==> src/rtl/exc_entry_pkg.sv <==
// Package: request kinds, entry classes and exception-code lookup shared by
// the exception entry sequencer. Assumes the request bit index equals the
// kind value, and that a lower value means a higher priority.
package exc_entry_pkg;

    localparam int NUM_KINDS = 27;
    localparam int KIND_W    = $clog2(NUM_KINDS);
    localparam int CODE_W    = 5;
    localparam int DBG_W     = 6;

    typedef enum logic [KIND_W-1:0] {
        K_SRST   = 5'd0,  K_NMI    = 5'd1,
        K_DSS    = 5'd2,  K_DINT   = 5'd3,  K_DIBRK = 5'd4,
        K_DBRK   = 5'd5,  K_DDST   = 5'd6,  K_DDLD  = 5'd7,
        K_RFL_LD = 5'd8,  K_RFL_ST = 5'd9,
        K_INV_LD = 5'd10, K_INV_ST = 5'd11, K_MOD   = 5'd12,
        K_ADR_LD = 5'd13, K_ADR_ST = 5'd14,
        K_IRQ    = 5'd15, K_IBUS   = 5'd16, K_DBUS  = 5'd17,
        K_SYSC   = 5'd18, K_BRK    = 5'd19, K_RSVD  = 5'd20,
        K_COPU   = 5'd21, K_OVF    = 5'd22, K_TRAP  = 5'd23,
        K_FPE    = 5'd24, K_MCHK   = 5'd25, K_CACHE = 5'd26
    } kind_e;

    typedef enum logic [1:0] {CLS_NONE, CLS_ERR, CLS_DBG, CLS_ORD} class_e;

    // Map a kind to its entry class.
    function automatic class_e class_of(input kind_e k);
        if (k <= K_NMI)       return CLS_ERR;
        else if (k <= K_DDLD) return CLS_DBG;
        else                  return CLS_ORD;
    endfunction

    // Map an ordinary kind to the code written into the cause field.
    function automatic logic [CODE_W-1:0] code_of(input kind_e k);
        case (k)
            K_IRQ:            return 5'd0;
            K_MOD:            return 5'd1;
            K_RFL_LD, K_INV_LD: return 5'd2;
            K_RFL_ST, K_INV_ST: return 5'd3;
            K_ADR_LD:         return 5'd4;
            K_ADR_ST:         return 5'd5;
            K_IBUS:           return 5'd6;
            K_DBUS:           return 5'd7;
            K_SYSC:           return 5'd8;
            K_BRK:            return 5'd9;
            K_RSVD:           return 5'd10;
            K_COPU:           return 5'd11;
            K_OVF:            return 5'd12;
            K_TRAP:           return 5'd13;
            K_FPE:            return 5'd15;
            K_MCHK:           return 5'd24;
            K_CACHE:          return 5'd30;
            default:          return 5'd0;
        endcase
    endfunction

endpackage

==> src/rtl/exc_arbiter.sv <==
// Priority arbiter: remaps an interrupt taken in debug mode to a debug
// interrupt, then selects the lowest-numbered pending request.
// Assumes request bit i corresponds to kind value i.
module exc_arbiter
    import exc_entry_pkg::*;
#(
    parameter int N     = NUM_KINDS,
    localparam int IW   = $clog2(N)
) (
    input  logic [N-1:0]  req,
    input  logic          in_debug,
    output logic          hit,
    output logic [IW-1:0] win
);
    logic [N-1:0] eff;

    // Redirect an interrupt to the debug-interrupt slot while in debug mode.
    always_comb begin
        eff = req;
        if (in_debug) begin
            eff[K_IRQ]  = 1'b0;
            eff[K_DINT] = req[K_DINT] | req[K_IRQ];
        end
    end

    // Scan from the lowest priority upward so the lowest index wins.
    always_comb begin
        win = '0;
        for (int i = N - 1; i >= 0; i--) begin
            if (eff[i]) win = IW'(i);
        end
        hit = |eff;
    end
endmodule

==> src/rtl/exc_vector.sv <==
// Handler address generator: computes the next fetch address for the
// winning kind from the boot/ordinary bases and the kind-specific offset.
// Assumes AW >= 32.
module exc_vector
    import exc_entry_pkg::*;
#(
    parameter int AW = 32
) (
    input  logic          hit,
    input  kind_e         kind,
    input  logic          exl,
    input  logic          bev,
    input  logic          iv,
    input  logic [AW-1:0] ebase,
    output logic [AW-1:0] next_pc
);
    localparam logic [AW-1:0] BOOT_ORD = AW'(32'hBFC0_0200);
    localparam logic [AW-1:0] BOOT_ERR = AW'(32'hBFC0_0000);
    localparam logic [AW-1:0] BOOT_DBG = AW'(32'hBFC0_0480);
    localparam logic [AW-1:0] OFS_GEN  = AW'(32'h0000_0180);
    localparam logic [AW-1:0] OFS_IRQ  = AW'(32'h0000_0200);
    localparam logic [AW-1:0] OFS_CB   = AW'(32'h0000_0100);
    localparam logic [AW-1:0] OFS_CN   = AW'(32'h2000_0100);

    logic [AW-1:0] ord_base;
    logic [AW-1:0] ofs;

    // Select the ordinary base from the boot-vector bit or the base register.
    always_comb ord_base = bev ? BOOT_ORD : {ebase[AW-1:10], 10'b0};

    // Select the offset by kind and status.
    always_comb begin
        case (kind)
            K_RFL_LD, K_RFL_ST: ofs = exl ? OFS_GEN : '0;
            K_IRQ:              ofs = iv ? OFS_IRQ : OFS_GEN;
            K_CACHE:            ofs = bev ? OFS_CB : OFS_CN;
            default:            ofs = OFS_GEN;
        endcase
    end

    // Pick the final target by entry class.
    always_comb begin
        if (!hit) next_pc = '0;
        else begin
            case (class_of(kind))
                CLS_ERR: next_pc = BOOT_ERR;
                CLS_DBG: next_pc = BOOT_DBG;
                default: next_pc = ord_base + ofs;
            endcase
        end
    end
endmodule

==> src/rtl/exc_capture.sv <==
// State-capture decoder: produces the return-address, cause and status
// updates for the winning kind. Assumes hit gates every strobe.
module exc_capture
    import exc_entry_pkg::*;
#(
    parameter int AW = 32
) (
    input  logic              hit,
    input  kind_e             kind,
    input  logic [AW-1:0]     pc,
    input  logic              in_delay,
    input  logic              exl,
    input  logic [1:0]        cop_num,
    output logic              epc_we,
    output logic [AW-1:0]     epc_val,
    output logic              errepc_we,
    output logic [AW-1:0]     errepc_val,
    output logic              depc_we,
    output logic [AW-1:0]     depc_val,
    output logic              code_we,
    output logic [CODE_W-1:0] code,
    output logic              bd_we,
    output logic              bd_val,
    output logic              ce_we,
    output logic [1:0]        ce_val,
    output logic              set_exl,
    output logic              set_erl,
    output logic              set_bev,
    output logic              set_nmi_flag,
    output logic              set_sr_flag,
    output logic [DBG_W-1:0]  dbg_bits,
    output logic              enter_debug,
    output logic              clear_delay,
    output logic              force_kernel
);
    logic [AW-1:0] pc_back;

    // Return address corrected back to the branch for delay-slot faults.
    always_comb pc_back = in_delay ? (pc - AW'(4)) : pc;

    // Decode all updates for the winning kind's class.
    always_comb begin
        epc_we = 1'b0; epc_val = '0; errepc_we = 1'b0; errepc_val = '0;
        depc_we = 1'b0; depc_val = '0; code_we = 1'b0; code = '0;
        bd_we = 1'b0; bd_val = 1'b0; ce_we = 1'b0; ce_val = '0;
        set_exl = 1'b0; set_erl = 1'b0; set_bev = 1'b0;
        set_nmi_flag = 1'b0; set_sr_flag = 1'b0; dbg_bits = '0;
        enter_debug = 1'b0;
        clear_delay  = hit;
        force_kernel = hit;
        if (hit) begin
            case (class_of(kind))
                CLS_ERR: begin
                    errepc_we    = 1'b1;
                    errepc_val   = pc_back;
                    set_erl      = 1'b1;
                    set_bev      = 1'b1;
                    set_sr_flag  = (kind == K_SRST);
                    set_nmi_flag = (kind == K_NMI);
                    bd_we        = !exl;
                end
                CLS_DBG: begin
                    depc_we     = 1'b1;
                    depc_val    = (kind == K_DSS) ? pc : pc_back;
                    enter_debug = 1'b1;
                    bd_we       = !exl;
                    for (int i = 0; i < DBG_W; i++) begin
                        dbg_bits[i] = (kind == kind_e'(int'(K_DSS) + i));
                    end
                end
                default: begin
                    code_we = 1'b1;
                    code    = code_of(kind);
                    if (!exl) begin
                        epc_we  = 1'b1;
                        epc_val = pc_back;
                        bd_we   = 1'b1;
                        bd_val  = in_delay;
                        set_exl = 1'b1;
                    end
                    if (kind == K_COPU) begin
                        ce_we  = 1'b1;
                        ce_val = cop_num;
                    end
                end
            endcase
        end
    end
endmodule

==> src/rtl/exc_entry_unit.sv <==
// Exception entry sequencer top: arbitrates requests, computes the handler
// address and state updates, and registers them with a one-cycle commit.
// Assumes inputs are stable in the cycle the request is presented.
module exc_entry_unit
    import exc_entry_pkg::*;
#(
    parameter int AW = 32
) (
    input  logic                 clk,
    input  logic                 rst_n,
    input  logic [NUM_KINDS-1:0] req,
    input  logic [1:0]           cop_num,
    input  logic [AW-1:0]        pc,
    input  logic                 in_delay,
    input  logic                 exl,
    input  logic                 bev,
    input  logic                 iv,
    input  logic                 in_debug,
    input  logic [AW-1:0]        ebase,
    output logic                 commit,
    output logic [AW-1:0]        next_pc,
    output logic                 epc_we,
    output logic [AW-1:0]        epc_val,
    output logic                 errepc_we,
    output logic [AW-1:0]        errepc_val,
    output logic                 depc_we,
    output logic [AW-1:0]        depc_val,
    output logic                 code_we,
    output logic [CODE_W-1:0]    code,
    output logic                 bd_we,
    output logic                 bd_val,
    output logic                 ce_we,
    output logic [1:0]           ce_val,
    output logic                 set_exl,
    output logic                 set_erl,
    output logic                 set_bev,
    output logic                 set_nmi_flag,
    output logic                 set_sr_flag,
    output logic [DBG_W-1:0]     dbg_bits,
    output logic                 enter_debug,
    output logic                 clear_delay,
    output logic                 force_kernel
);
    logic              hit;
    logic [KIND_W-1:0] win;
    kind_e             kind;
    logic [AW-1:0]     n_pc, n_epc, n_errepc, n_depc;
    logic              n_epc_we, n_errepc_we, n_depc_we, n_code_we;
    logic [CODE_W-1:0] n_code;
    logic              n_bd_we, n_bd, n_ce_we;
    logic [1:0]        n_ce;
    logic              n_exl, n_erl, n_bev, n_nmi, n_sr, n_dbg_en;
    logic [DBG_W-1:0]  n_dbg;
    logic              n_clr, n_kern;

    exc_arbiter #(.N(NUM_KINDS)) u_arb (
        .req(req), .in_debug(in_debug), .hit(hit), .win(win)
    );

    // Present the winning index as a kind.
    always_comb kind = kind_e'(win);

    exc_vector #(.AW(AW)) u_vec (
        .hit(hit), .kind(kind), .exl(exl), .bev(bev), .iv(iv),
        .ebase(ebase), .next_pc(n_pc)
    );

    exc_capture #(.AW(AW)) u_cap (
        .hit(hit), .kind(kind), .pc(pc), .in_delay(in_delay), .exl(exl),
        .cop_num(cop_num),
        .epc_we(n_epc_we), .epc_val(n_epc),
        .errepc_we(n_errepc_we), .errepc_val(n_errepc),
        .depc_we(n_depc_we), .depc_val(n_depc),
        .code_we(n_code_we), .code(n_code),
        .bd_we(n_bd_we), .bd_val(n_bd), .ce_we(n_ce_we), .ce_val(n_ce),
        .set_exl(n_exl), .set_erl(n_erl), .set_bev(n_bev),
        .set_nmi_flag(n_nmi), .set_sr_flag(n_sr), .dbg_bits(n_dbg),
        .enter_debug(n_dbg_en), .clear_delay(n_clr), .force_kernel(n_kern)
    );

    // Register the strobes every cycle; they are zero when nothing is pending.
    always_ff @(posedge clk) begin
        if (!rst_n) begin
            commit <= 1'b0; epc_we <= 1'b0; errepc_we <= 1'b0;
            depc_we <= 1'b0; code_we <= 1'b0; bd_we <= 1'b0; ce_we <= 1'b0;
            set_exl <= 1'b0; set_erl <= 1'b0; set_bev <= 1'b0;
            set_nmi_flag <= 1'b0; set_sr_flag <= 1'b0; dbg_bits <= '0;
            enter_debug <= 1'b0; clear_delay <= 1'b0; force_kernel <= 1'b0;
        end else begin
            commit <= hit; epc_we <= n_epc_we; errepc_we <= n_errepc_we;
            depc_we <= n_depc_we; code_we <= n_code_we; bd_we <= n_bd_we;
            ce_we <= n_ce_we; set_exl <= n_exl; set_erl <= n_erl;
            set_bev <= n_bev; set_nmi_flag <= n_nmi; set_sr_flag <= n_sr;
            dbg_bits <= n_dbg; enter_debug <= n_dbg_en;
            clear_delay <= n_clr; force_kernel <= n_kern;
        end
    end

    // Register the data values only when an entry is taken.
    always_ff @(posedge clk) begin
        if (!rst_n) begin
            next_pc <= '0; epc_val <= '0; errepc_val <= '0; depc_val <= '0;
            code <= '0; bd_val <= 1'b0; ce_val <= '0;
        end else if (hit) begin
            next_pc <= n_pc; epc_val <= n_epc; errepc_val <= n_errepc;
            depc_val <= n_depc; code <= n_code; bd_val <= n_bd; ce_val <= n_ce;
        end
    end
endmodule

==> config.mk <==
export PLATFORM = sky130hd
export DESIGN_NAME = exc_entry_unit
export DESIGN_NICKNAME = d
export VERILOG_FILES = /design/src/rtl/exc_entry_pkg.sv /design/src/rtl/exc_arbiter.sv /design/src/rtl/exc_vector.sv /design/src/rtl/exc_capture.sv /design/src/rtl/exc_entry_unit.sv
export SDC_FILE = /design/constraint.sdc
export NUM_CORES = 1
export LEC_CHECK = 0
export ABC_AREA = 1
export BUFFER_PORTS_ARGS = -buffer_cell sky130_fd_sc_hd__buf_2
export CAP_MARGIN = 20
export CELL_PAD_IN_SITES_DETAIL_PLACEMENT = 0
export CELL_PAD_IN_SITES_GLOBAL_PLACEMENT = 1
export CORE_UTILIZATION = 34
export DETAILED_ROUTE_END_ITERATION = 7
export GPL_TIMING_DRIVEN = 1
export PLACE_DENSITY_LB_ADDON = 0.1
export SLEW_MARGIN = 25
export SYNTH_ARGS = -nofsm -noshare
export SYNTH_HDL_FRONTEND = slang
export SYNTH_SLANG_ARGS = --single-unit
==> constraint.sdc <==
create_clock -name clk -period 5.92 [get_ports clk]
set_input_delay 1.48 -clock clk [delete_from_list [all_inputs] [get_ports clk]]
set_output_delay 1.48 -clock clk [all_outputs]
set_load 0.01 [all_outputs]
==> reports/results.txt <==
The core region is 20400 um2. The initial core utilization is 0.351, and the number of instances resized during post-cts repair is 0. The run gives 7288 as the via count of the routed design. The run gives 1 as the number of antenna violations at the first check in global routing. The path with the worst hold slack has its endpoint at depc_val[10]. The run gives 6240 ps as the required time of the critical path. The tools report the startpoint of the worst register-to-register path as next_pc[23].

The detailed-route wire length is 22600 um. The height of the chip is 147 um, and the count of buffers added by post-CTS timing repair for setup is 0. The detailed router finished its first iteration with 286 violations. The layout cell share with drive strength beyond 1 was 0.250.

The worst hold path begins at depc_val[10]. Number of pins with negative max-slew slack in the final report: 0. Largest family of logic cells by synthesized area: simple AND/OR/NAND/NOR gates.

The synthesized-area fraction occupied by and/or/nand/nor cells is 0.335, and the wire length of the first global-routing pass is 36300 um. The synthesized-area fraction occupied by xor and xnor cells came out at 0.0305. After legalization and detailed placement, the total HPWL measured 16800 um. Slowest cell on the critical path: sky130_fd_sc_hd__nand2_1.

The number of CTS-inserted buffers is 17, and the core utilization of the finished layout is 0.449. The tools report the endpoint class of the critical path as a flip-flop. For the pin with the worst max-slew slack, the measured transition is 931 ps. Input and output buffers added on the ports amount to 239.

CTS root buffer: sky130_fd_sc_hd__clkbuf_16. Total power for the finished layout comes to 2.45 mW. The logs give 448 ps for the worst hold slack and 0 for the residual antenna-violating net count after detailed routing. For this run, the number of standard cells in the final layout without fillers is 1548. The flow ran to the end, and the final reports show no timing, DRC or antenna violations. The post-synthesis sequential area ratio was 0.402; the via density per instance was 4.71. In the synthesized netlist, the number of instances is 1049. In the final routed layout, each cell accounts on average for 14.6 um. The total overflow left after global routing is 0. The area of the die is 21700 um2, and the number of cells on the worst reg-to-reg path is 4. Counting every sink on the clock net gives 144.

The number of antenna diodes in the final layout is 0. After synthesis the cells add up to 7170 um2. In this run the count of I/O pins placed on the die edge is 257. Synthesis instantiated 40 different standard cells from the library. Count of unresolved DRC violations after routing: 0. The run gives 0.378 as the headroom to the max-slew limit. Adding up every negative setup slack in the final design gives 0 ps.

The floorplan has 52 rows. The worst path in the final design needs a cycle of 5120 ps, including I/O delays and setup. The net count reported at finish was 1372. The cell that appears most often on the critical path is sky130_fd_sc_hd__nand2_1. The final clock period utilization by the worst path was 0.864.

Between clock sinks in the finished design, the worst skew comes to 0 ps. Category of the most critical setup path: in2reg. The worst register-to-register path ends at next_pc[23]. The register-to-register setup slack was 5200 ps; the number of detailed-route iterations in the first pass was 4. TritonCTS built the clock tree. The congestion estimate from routability-driven global placement came to 0.860.

The number of failing hold endpoints at the final stage was 0; the highest clock rate was 0.196 GHz. The run gives 4.74 nW as the reported leakage power. Width of the die: 147 um.

The worst hold path belongs to the class reg2reg. Of all nets on the critical path, the largest fanout is 5. Once placement completed, the tool counted placed cells totaling 1518. The H-tree depth is 4, and the layout overhead on the synthesized area is 28.0%. STA puts the critical path data arrival time at 5430 ps. In the layout the commonest cells are sky130_fd_sc_hd__nand2_1 (285), sky130_fd_sc_hd__buf_2 (239), sky130_fd_sc_hd__dfxtp_1 (144), sky130_fd_sc_hd__inv_1 (133), sky130_fd_sc_hd__nor2_1 (104). A synthesized cell averages 6.84 um2.

The clock latency on the worst-skew pair is 420 ps. For this design, the CTS-stage hold fixing added 0 buffers. Share of cell area taken by muxes after synthesis: 0.00157. After routing the design area is 9180 um2. For the number of buffers on the longest clock path, the log shows 2. The worst setup path is launched from a primary input.

The logs give 0 for the count of yosys warnings during synthesis and 0.214 for the aggregate global-route resource usage. Leaving out fill and tap cells, the most frequent cell in the layout is sky130_fd_sc_hd__nand2_1. The run gives 8530 um2 as the placed standard-cell area. Dividing total power by cell area gives a power density of 266 nW/um2. The register clock-pin slew on the reported worst setup and hold paths is 70 ps.

On the worst path, the slowest cell contributes a delay of 200 ps. Timing analysis after detailed placement gives a worst setup slack of 407 ps. Setup repair after global routing left no endpoint under its margin. Across the VDD grid, the largest voltage drop is 0.192 mV.

The post-synthesis compound-gate area fraction is 0.107. After synthesis the netlist holds a flip-flop and latch count of 144. The largest net degree at the start of global routing was 102. After layout, the worst setup slack is 805 ps. The number of global-route vias before repair is 6781, and the number of max-cap violations is 0. The final-report setup violation count was 0; the cell depth of the worst min-delay path was 2. Synthesized-area fraction occupied by adder cells: 0.00872.
## power breakdown
part           internal (mW)  switching [mW]  total [mW]
sequential             0.998          0.0149        1.01
combinational         0.0893           0.165       0.254
clock                  0.745           0.434        1.18
## final cells by class
class                           count  area (um2)
Clock buffer                       17         425
Clock inverter                     13         213
Fill cell                        2174       11200
Inverter                          145         544
Multi-Input combinational cell    712        3510
Sequential cell                   144        2880
Tap cell                          270         338
Timing Repair Buffer              247        1270
## state kept, by name, summed over array words and instances (netlist names), 2 cells and up
register,cells
next_pc,25
code,5
depc_val,32
errepc_val,32
dbg_bits,6
ce_val,2
epc_val,32
## per-layer routing
metal	global-route usage	vias to the layer above	part of all wire
met4	0.0500	2	0.0095
met5	0	-	0.00035
met2	0.325	211	0.44
met1	0.300	3284	0.49
li1	-	3774	-
met3	0.0584	17	0.065
## worst max-delay path: cells and delay by family
kind	cells	cell delay, ps
AO/OA/AOI/OAI	3	300
buffers and inverters	4	250
AND/OR/NAND/NOR	39	3190
adder cells (fa/ha/maj)	1	180
## how the worst max path moves through the flow
stage | to | cells after the start | from
floorplan | next_pc[31] | 33 | req[24]
detailed placement | next_pc[31] | 47 | req[24]
global placement | next_pc[31] | 47 | req[24]
CTS | next_pc[31] | 47 | req[24]
global route | next_pc[31] | 47 | req[24]
finish | next_pc[31] | 47 | req[24]
## cells by family after synthesis
group | count (synthesis)
AOI/OAI and AO/OA | 138
adders and majority gates | 5
xor gates and xnor gates | 25
DFF | 144
other | 1
buffers and inverters | 199
muxes | 1
and+or+nand+nor | 536
## cells in the mapped netlist
master / n / area [um2]
sky130_fd_sc_hd__nand2_1: 285 / 1070
sky130_fd_sc_hd__dfxtp_1: 144 / 2880
sky130_fd_sc_hd__inv_1: 133 / 499
sky130_fd_sc_hd__nor2_1: 106 / 398
sky130_fd_sc_hd__o21ai_0: 81 / 405
sky130_fd_sc_hd__nand4_1: 48 / 300
sky130_fd_sc_hd__nand3_1: 44 / 220
sky130_fd_sc_hd__o21ai_1: 33 / 165
sky130_fd_sc_hd__clkbuf_1: 24 / 90.1
sky130_fd_sc_hd__nor3_1: 24 / 120
sky130_fd_sc_hd__xor2_1: 23 / 201
sky130_fd_sc_hd__buf_4: 15 / 113
sky130_fd_sc_hd__buf_2: 12 / 60.1
sky130_fd_sc_hd__inv_2: 12 / 45.0
sky130_fd_sc_hd__a32o_1: 9 / 90.1
sky130_fd_sc_hd__a21oi_1: 7 / 35.0
sky130_fd_sc_hd__ha_1: 5 / 62.6
sky130_fd_sc_hd__nor2_4: 5 / 56.3
sky130_fd_sc_hd__nand2_2: 3 / 18.8
sky130_fd_sc_hd__nand3_2: 3 / 30.0
sky130_fd_sc_hd__nand3b_1: 3 / 22.5
sky130_fd_sc_hd__nand4_2: 3 / 37.5
sky130_fd_sc_hd__nor2_2: 3 / 18.8
sky130_fd_sc_hd__or2_2: 3 / 18.8
sky130_fd_sc_hd__a22oi_1: 2 / 15.0
sky130_fd_sc_hd__buf_1: 2 / 7.51
sky130_fd_sc_hd__nand4_4: 2 / 42.5
sky130_fd_sc_hd__nor3_2: 2 / 20.0
sky130_fd_sc_hd__xnor2_1: 2 / 17.5
sky130_fd_sc_hd__a21o_4: 1 / 15.0
sky130_fd_sc_hd__a22o_1: 1 / 8.76
sky130_fd_sc_hd__a31oi_1: 1 / 6.26
sky130_fd_sc_hd__conb_1: 1 / 3.75
sky130_fd_sc_hd__dlygate4sd3_1: 1 / 10.0
sky130_fd_sc_hd__mux2_2: 1 / 11.3
sky130_fd_sc_hd__nor3_4: 1 / 16.3
sky130_fd_sc_hd__nor4_2: 1 / 12.5
sky130_fd_sc_hd__o22ai_1: 1 / 6.26
sky130_fd_sc_hd__o2bb2ai_1: 1 / 8.76
sky130_fd_sc_hd__o311ai_1: 1 / 8.76
Power figures use the tool's default switching activity.
